$ cat src/rtl/acc_alu_pkg.sv
package acc_alu_pkg;
  typedef enum logic [2:0] {
    ALU_RSV0 = 3'd0,
    ALU_SUB  = 3'd1,
    ALU_RSV2 = 3'd2,
    ALU_CMP  = 3'd3,
    ALU_ADD  = 3'd4,
    ALU_AND  = 3'd5,
    ALU_OR   = 3'd6,
    ALU_XOR  = 3'd7
  } alu_op_e;

  typedef struct packed {
    logic z;
    logic n;
  } alu_flags_t;
endpackage

$ cat src/rtl/acc_operand_align.sv
module acc_operand_align
  import acc_alu_pkg::*;
#(
  parameter int DW     = 16,
  parameter int IMMW   = 8,
  parameter int SW     = 4,
  parameter int SRC_P  = 11,
  parameter int SRC_A  = 3,
  localparam int AW    = 2 * DW
) (
  input  alu_op_e           op,
  input  logic [SW-1:0]     src_sel,
  input  logic [DW-1:0]     src_word,
  input  logic              short_imm,
  input  logic [IMMW-1:0]   imm_byte,
  input  logic [AW-1:0]     prod,
  input  logic [AW-1:0]     acc,
  output logic [AW-1:0]     opnd
);
  logic [DW-1:0] word16;
  logic [DW-1:0] low_fill;
  logic          pick_p;
  logic          pick_a;

  always_comb begin
    word16   = short_imm ? {{(DW-IMMW){1'b0}}, imm_byte} : src_word;
    pick_p   = !short_imm && (src_sel == SW'(SRC_P));
    pick_a   = !short_imm && (src_sel == SW'(SRC_A));
    // AND needs ones below the operand so the low word survives; OR/XOR/add/sub need zeros
    low_fill = (op == ALU_AND) ? {DW{1'b1}} : {DW{1'b0}};
    if (pick_p)      opnd = prod;
    else if (pick_a) opnd = acc;
    else             opnd = {word16, low_fill};
  end
endmodule

$ cat src/rtl/acc_alu_core.sv
module acc_alu_core
  import acc_alu_pkg::*;
#(
  parameter int AW = 32
) (
  input  alu_op_e         op,
  input  logic [AW-1:0]   acc,
  input  logic [AW-1:0]   opnd,
  output logic [AW-1:0]   result,
  output logic            wr_acc,
  output logic            wr_flags
);
  logic [AW-1:0] diff;

  always_comb begin
    diff     = acc - opnd;
    result   = acc;
    wr_acc   = 1'b0;
    wr_flags = 1'b0;
    unique case (op)
      ALU_SUB: begin result = diff;        wr_acc = 1'b1; wr_flags = 1'b1; end
      ALU_CMP: begin result = diff;                       wr_flags = 1'b1; end
      ALU_ADD: begin result = acc + opnd;  wr_acc = 1'b1; wr_flags = 1'b1; end
      ALU_AND: begin result = acc & opnd;  wr_acc = 1'b1; wr_flags = 1'b1; end
      ALU_OR:  begin result = acc | opnd;  wr_acc = 1'b1; wr_flags = 1'b1; end
      ALU_XOR: begin result = acc ^ opnd;  wr_acc = 1'b1; wr_flags = 1'b1; end
      default: begin result = acc; end
    endcase
  end
endmodule

$ cat src/rtl/acc_cond_eval.sv
module acc_cond_eval
  import acc_alu_pkg::*;
#(
  parameter int CW = 4,
  localparam int SELW = CW - 1
) (
  input  logic [CW-1:0] cond_field,
  input  alu_flags_t    flags,
  output logic          cond_true
);
  localparam logic [SELW-1:0] SEL_ALWAYS = SELW'(0);
  localparam logic [SELW-1:0] SEL_ZERO   = SELW'(5);
  localparam logic [SELW-1:0] SEL_NEG    = SELW'(7);

  logic [SELW-1:0] sel;
  logic            want;

  always_comb begin
    sel  = cond_field[SELW-1:0];
    want = cond_field[CW-1];
    unique case (sel)
      SEL_ALWAYS: cond_true = 1'b1;
      SEL_ZERO:   cond_true = (flags.z == want);
      SEL_NEG:    cond_true = (flags.n == want);
      default:    cond_true = 1'b0;
    endcase
  end

  // unconditional select always passes
  always_comb begin
    if (sel == SEL_ALWAYS) a_r8_always_true: assert (cond_true);
  end

  // reserved selects never pass
  always_comb begin
    if (sel != SEL_ALWAYS && sel != SEL_ZERO && sel != SEL_NEG)
      a_r9_reserved_false: assert (!cond_true);
  end
endmodule

$ cat src/rtl/acc_alu_unit.sv
module acc_alu_unit
  import acc_alu_pkg::*;
#(
  parameter int DW    = 16,
  parameter int IMMW  = 8,
  parameter int SW    = 4,
  parameter int CW    = 4,
  parameter int SRC_P = 11,
  parameter int SRC_A = 3,
  localparam int AW   = 2 * DW
) (
  input  logic            clk,
  input  logic            rst,
  input  logic            op_valid,
  input  logic [2:0]      op_code,
  input  logic [SW-1:0]   src_sel,
  input  logic [DW-1:0]   src_word,
  input  logic            short_imm,
  input  logic [IMMW-1:0] imm_byte,
  input  logic [AW-1:0]   prod_in,
  input  logic            acc_load,
  input  logic [AW-1:0]   load_val,
  input  logic [CW-1:0]   cond_field,
  output logic [AW-1:0]   acc_out,
  output logic            flag_z,
  output logic            flag_n,
  output logic            cond_true
);
  alu_op_e       op;
  logic [AW-1:0] acc_q;
  alu_flags_t    flags_q;
  logic [AW-1:0] opnd;
  logic [AW-1:0] result;
  logic          wr_acc;
  logic          wr_flags;

  assign op = alu_op_e'(op_code);

  acc_operand_align #(
    .DW(DW), .IMMW(IMMW), .SW(SW), .SRC_P(SRC_P), .SRC_A(SRC_A)
  ) u_align (
    .op(op), .src_sel(src_sel), .src_word(src_word), .short_imm(short_imm),
    .imm_byte(imm_byte), .prod(prod_in), .acc(acc_q), .opnd(opnd)
  );

  acc_alu_core #(.AW(AW)) u_core (
    .op(op), .acc(acc_q), .opnd(opnd), .result(result),
    .wr_acc(wr_acc), .wr_flags(wr_flags)
  );

  acc_cond_eval #(.CW(CW)) u_cond (
    .cond_field(cond_field), .flags(flags_q), .cond_true(cond_true)
  );

  always_ff @(posedge clk) begin
    if (rst) begin
      acc_q     <= '0;
      flags_q.z <= 1'b1;
      flags_q.n <= 1'b0;
    end else if (acc_load) begin
      acc_q <= load_val;
    end else if (op_valid) begin
      if (wr_acc) acc_q <= result;
      if (wr_flags) begin
        flags_q.z <= (result == '0);
        flags_q.n <= result[AW-1];
      end
    end
  end

  assign acc_out = acc_q;
  assign flag_z  = flags_q.z;
  assign flag_n  = flags_q.n;

  logic acc_writing_op;
  assign acc_writing_op = op_valid && !acc_load &&
                          (op == ALU_SUB || op == ALU_ADD || op == ALU_AND ||
                           op == ALU_OR  || op == ALU_XOR);

  // flags match the stored accumulator after a writing operation
  a_r6_zero_tracks_acc: assert property (@(posedge clk) disable iff (rst)
    acc_writing_op |=> (flag_z == (acc_out == '0)));
  a_r6_neg_tracks_acc: assert property (@(posedge clk) disable iff (rst)
    acc_writing_op |=> (flag_n == acc_out[AW-1]));

  // compare never writes the accumulator
  a_r4_cmp_keeps_acc: assert property (@(posedge clk) disable iff (rst)
    (op_valid && !acc_load && op == ALU_CMP) |=> $stable(acc_out));

  // idle cycles and reserved codes keep all state
  a_r7_idle_keeps_state: assert property (@(posedge clk) disable iff (rst)
    (!acc_load && (!op_valid || op == ALU_RSV0 || op == ALU_RSV2))
    |=> ($stable(acc_out) && $stable(flag_z) && $stable(flag_n)));

  // AND of the accumulator with itself keeps it
  a_r2_and_self_keeps_acc: assert property (@(posedge clk) disable iff (rst)
    (op_valid && !acc_load && !short_imm && op == ALU_AND && src_sel == SW'(SRC_A))
    |=> $stable(acc_out));

  // a direct load leaves the flags alone
  a_r10_load_keeps_flags: assert property (@(posedge clk) disable iff (rst)
    acc_load |=> ($stable(flag_z) && $stable(flag_n)));
endmodule

$ cat config.mk
export PLATFORM = sky130hd
export DESIGN_NAME = acc_alu_unit
export DESIGN_NICKNAME = d
export VERILOG_FILES = /design/src/rtl/acc_alu_pkg.sv /design/src/rtl/acc_operand_align.sv /design/src/rtl/acc_alu_core.sv /design/src/rtl/acc_cond_eval.sv /design/src/rtl/acc_alu_unit.sv
export SDC_FILE = /design/constraint.sdc
export NUM_CORES = 1
export LEC_CHECK = 0
export BUFFER_PORTS_ARGS = -buffer_cell sky130_fd_sc_hd__buf_2
export CELL_PAD_IN_SITES_DETAIL_PLACEMENT = 0
export CELL_PAD_IN_SITES_GLOBAL_PLACEMENT = 1
export CORE_MARGIN = 2
export CORE_UTILIZATION = 38
export DETAILED_ROUTE_END_ITERATION = 6
export PLACE_DENSITY_LB_ADDON = 0.1
export SYNTH_ARGS = -nofsm -noshare
export SYNTH_HDL_FRONTEND = slang
export SYNTH_HIERARCHICAL = 1
export SYNTH_SLANG_ARGS = --single-unit
$ cat constraint.sdc
create_clock -name clk -period 6 [get_ports clk]
set_input_delay 1.2 -clock clk [delete_from_list [all_inputs] [get_ports clk]]
set_output_delay 1.2 -clock clk [all_outputs]
set_load 0.01 [all_outputs]
==> implementation parameters <==
Parameter                              Value

Status
  Run status    finished, final reports clean

Synthesis
  Dominant register cell in the synthesized netlist    sky130_fd_sc_hd__dfxtp_1
  Average cell area after synthesis    7.56 sq um
  Total number of yosys warnings    6
  Post-synth ARST share    0%
  EDFF count, synth    0
  Flip-flop and latch count after synthesis    34
  Sequential-to-total area share from yosys stat    9.22%
  Post-Syn Nets    1,183
  Cells after synthesis    977
  Number of distinct library cells after synthesis    73
  Netlist area before placement    0.00738 sq mm

Detailed routing
  Highest metal layer with signal wires    met4
  Wire length on met2    13,300 microns
  Detailed-route wire length on metal 1    13,200 microns
  Final antenna-violating net count    0
  DRC violations left    0
  Routed met3 length    1440 microns
  Via Count    8,210
  Detailed router's first-iteration violation count    576
  Mean number of vias per cell    5.55
  Routed length per instance    19.3 microns
  Detailed-router iteration count before antenna repair    5
  Drt total wl    28,600 microns

Pwr
  Net switching power figure    0.750 mW
  Int Pwr    0.940 mW
  Switching Fraction    44.4%
  Proportion of power drawn by the clock network    17.3%
  Reported leakage power    4.67 nW
  Worst vdd ir    0.120 mV
  Part of the power in registers    16.9%
  Part of the power in combinational logic    65.8%
  Total power divided by cell area    177 mW/mm^2

Critical path
  R2R setup slack    1.04 ns
  Kind of capture point of the worst setup path    flop
  Worst Path Max Fanout    12
  Crit path from    src_sel[0]
  Critical path endpoint    flag_z
  Endpoint of the worst-slack reg-to-reg timing path    flag_z
  Worst Path Required    6.21 ns
  Launching element type of the critical path    input port
  CP arrival    6.03 ns
  Worst Reg-to-Reg Cells    20
  Kind of critical path    input port to flop
  Worst R2R Start    acc_out[8]

STA
  Remaining max-slew budget at the tightest pin    22.6%
  Final worst clock skew    0.00785 ns
  Final Hold Violating Endpoints    0
  Finish-stage setup viols    0
  Highest clock frequency the design can meet    172 MHz
  Final min period    5.81 ns
  Measured slew at the worst slew-check pin    1.16 ns
  Post-route fraction of the period consumed by the critical path    96.9%
  PnR worst setup slack    0.186 ns
  Final slew viol count    0

Clocking
  Number of buffers added by the clock tree synthesis step    5
  Number of buffers on the longest clock path    2
  Root buffer cell    sky130_fd_sc_hd__clkbuf_16
  Number of clock sinks    34
  Count of hold buffers inserted by post-cts repair    0
  Reg clk slew, reported paths    0.07 ns
  TritonCTS clock tree    built
  Clock latency on the worst-skew pair    0.30 ns
  Number of H-tree levels    2

Placement
  DP Area    0.00934 sq mm
  Gpl congestion    0.912
  Half-perimeter wire length after detailed placement    21,400 microns
  Number of I/O port buffers    138
  DP Worst Slack    -0.405 ns

Flow run
  Maxcap violations    0

Finish
  Post-route design area    0.00955 sq mm
  Layout overhead on the synthesized area    29.4%
  Ratio of cells with drive above 1 in the final layout    29.1%
  Number of nets in the final layout    1,425
  Number of diodes added for antenna fixing    0

GRT
  Remaining Overflow, GRT    0
  Global-route wire length before repair    44,200 microns
  Tot GR Track Use    27.9%
  Number of global-route vias before repair    7,871
  Antenna violations before repair    0
  Pin count of the biggest net entering global routing    66

Min path
  HP Class    flop to flop

Floorplanning
  I/O pin total    139
  Starting density of the core    39.1%
  Placeable core region    0.0189 sq mm
  Die area    0.0206 sq mm
  Vertical die dimension    143 microns
  Rows    50
  Die Wd    143 microns
## how the worst min path moves through the flow
stage	startpoint	endpoint	slack [ns]	cells past startpoint
final	flag_n	flag_n	0.57	2
after global routing	flag_z	flag_z	0.60	2
after CTS	flag_z	flag_z	0.57	2
after detailed placement	flag_z	flag_z	0.55	2
after global placement	flag_z	flag_z	0.55	2
after floorplan	flag_z	flag_z	0.53	2
## repair_timing
action,in CTS,in global routing
resized for setup,1,12
pin swaps,0,11
endpoints found under the setup margin,1,6
buffers inserted,0,1
## registers in the layout, summed over array words and instances (netlist names)
name,cells
acc_out,32
flag_z,1
flag_n,1
## cell type report
type                            instances  area [sq um]
Clock buffer                            7           143
Clock inverter                          1          5.00
Fill cell                            1951          9340
Inverter                               77           289
Multi-Input combinational cell        805          6190
Sequential cell                        34           681
Tap cell                              260           325
Timing Repair Buffer                  296          1910
## kinds of logic after synthesis
| kind of cell | after synthesis | share of synthesized area, % |
|---|---|---|
| AND/OR/NAND/NOR | 284 | 21.0 |
| AO/OA/AOI/OAI | 265 | 23.8 |
| buffers and inverters | 138 | 8.25 |
| multiplexers | 106 | 14.6 |
| adder cells (fa/ha/maj) | 102 | 17.4 |
| XOR/XNOR | 48 | 5.70 |
| flip-flops | 34 | 9.22 |
## per-stage QoR
step	utilization, %	instances	TNS, ns	total power [mW]	hold WS, ns
after global routing	50.5	1480	-0.00956	1.82	0.603
after detailed placement	49.4	1471	-0.603	1.37	0.553
after global placement	49.4	1471	-0.379	1.37	0.553
final	50.5	1480	0	1.69	0.571
after floorplan	-	977	-0.0738	0.930	0.527
after CTS	50.2	1479	0	1.68	0.569
## cells in the mapped netlist (all sizes together) (3+ instances only)
library cell    n  share of area [%]
a21oi          75                5.1
nand3b          4               0.46
a211oi         37                4.1
nor2           51                2.6
mux2i          93                 13
a22oi           4               0.41
o21bai          4               0.41
clkbuf         34                1.8
and3           37                3.1
ha            101                 17
nand2          50                2.6
o31a            3               0.36
a221oi          5               0.59
o31ai           9               0.92
nand3           7               0.47
dfxtp          34                9.2
nor3           40                3.1
o41ai           4               0.47
nor4           12                1.2
o221ai          3               0.36
a21o           16                1.6
nand2b         16                1.4
and2            3               0.25
nor2b          36                3.1
o21ai          56                3.8
mux2           13                2.0
xor2            9                1.1
inv            76                3.9
a311oi          4               0.47
a222oi         10                1.4
or3             4               0.34
or2             3               0.25
o211ai          3               0.31
xnor2          39                4.6
buf            27                2.6
nand4          11               0.93
o21a            3               0.31
a31oi           9               0.76
or4             6               0.81
## placed cells by master (no fill, tap or decap), drive strengths merged, types with 13 or more instances in the layout
cell	n
buf	296
ha	101
mux2i	93
inv	76
a21oi	75
o21ai	56
nor2	51
nand2	50
nor3	40
xnor2	39
and3	37
a211oi	37
nor2b	36
dfxtp	34
nand2b	16
a21o	16
mux2	13
## critical path, stage by stage
cell	delay (ns)
sky130_fd_sc_hd__buf_2	0.09
sky130_fd_sc_hd__and4bb_2	0.24
sky130_fd_sc_hd__buf_12	0.16
sky130_fd_sc_hd__mux2i_4	0.19
sky130_fd_sc_hd__or4_4	0.57
sky130_fd_sc_hd__nor4_4	0.24
sky130_fd_sc_hd__nand2_1	0.11
sky130_fd_sc_hd__or4_4	0.48
sky130_fd_sc_hd__nor4_4	0.22
sky130_fd_sc_hd__buf_4	0.19
sky130_fd_sc_hd__a21oi_1	0.08
sky130_fd_sc_hd__xnor2_1	0.22
sky130_fd_sc_hd__ha_1	0.30
sky130_fd_sc_hd__a21o_1	0.22
sky130_fd_sc_hd__a21oi_4	0.16
sky130_fd_sc_hd__and3_1	0.18
sky130_fd_sc_hd__a21oi_2	0.07
sky130_fd_sc_hd__mux2i_1	0.14
sky130_fd_sc_hd__o21ai_1	0.11
sky130_fd_sc_hd__nor4_2	0.35
sky130_fd_sc_hd__nand4_1	0.22
sky130_fd_sc_hd__o31ai_1	0.26
## power groups by stage
stage	clock [mW]	combinational (mW)	sequential [mW]
3_3_place_gp	0	1.08	0.290
4_1_cts	0.299	1.09	0.285
3_5_place_dp	0	1.08	0.290
2_1_floorplan	0	0.645	0.284
6_report	0.292	1.11	0.285
5_1_grt	0.307	1.23	0.290
## layer usage
metal	vias up	track usage [%]
met3	40	3.60
met2	231	46.9
met4	0	8.05
met1	3866	37.3
li1	4073	-
met5	-	0
(Power assumes the default switching activity.)
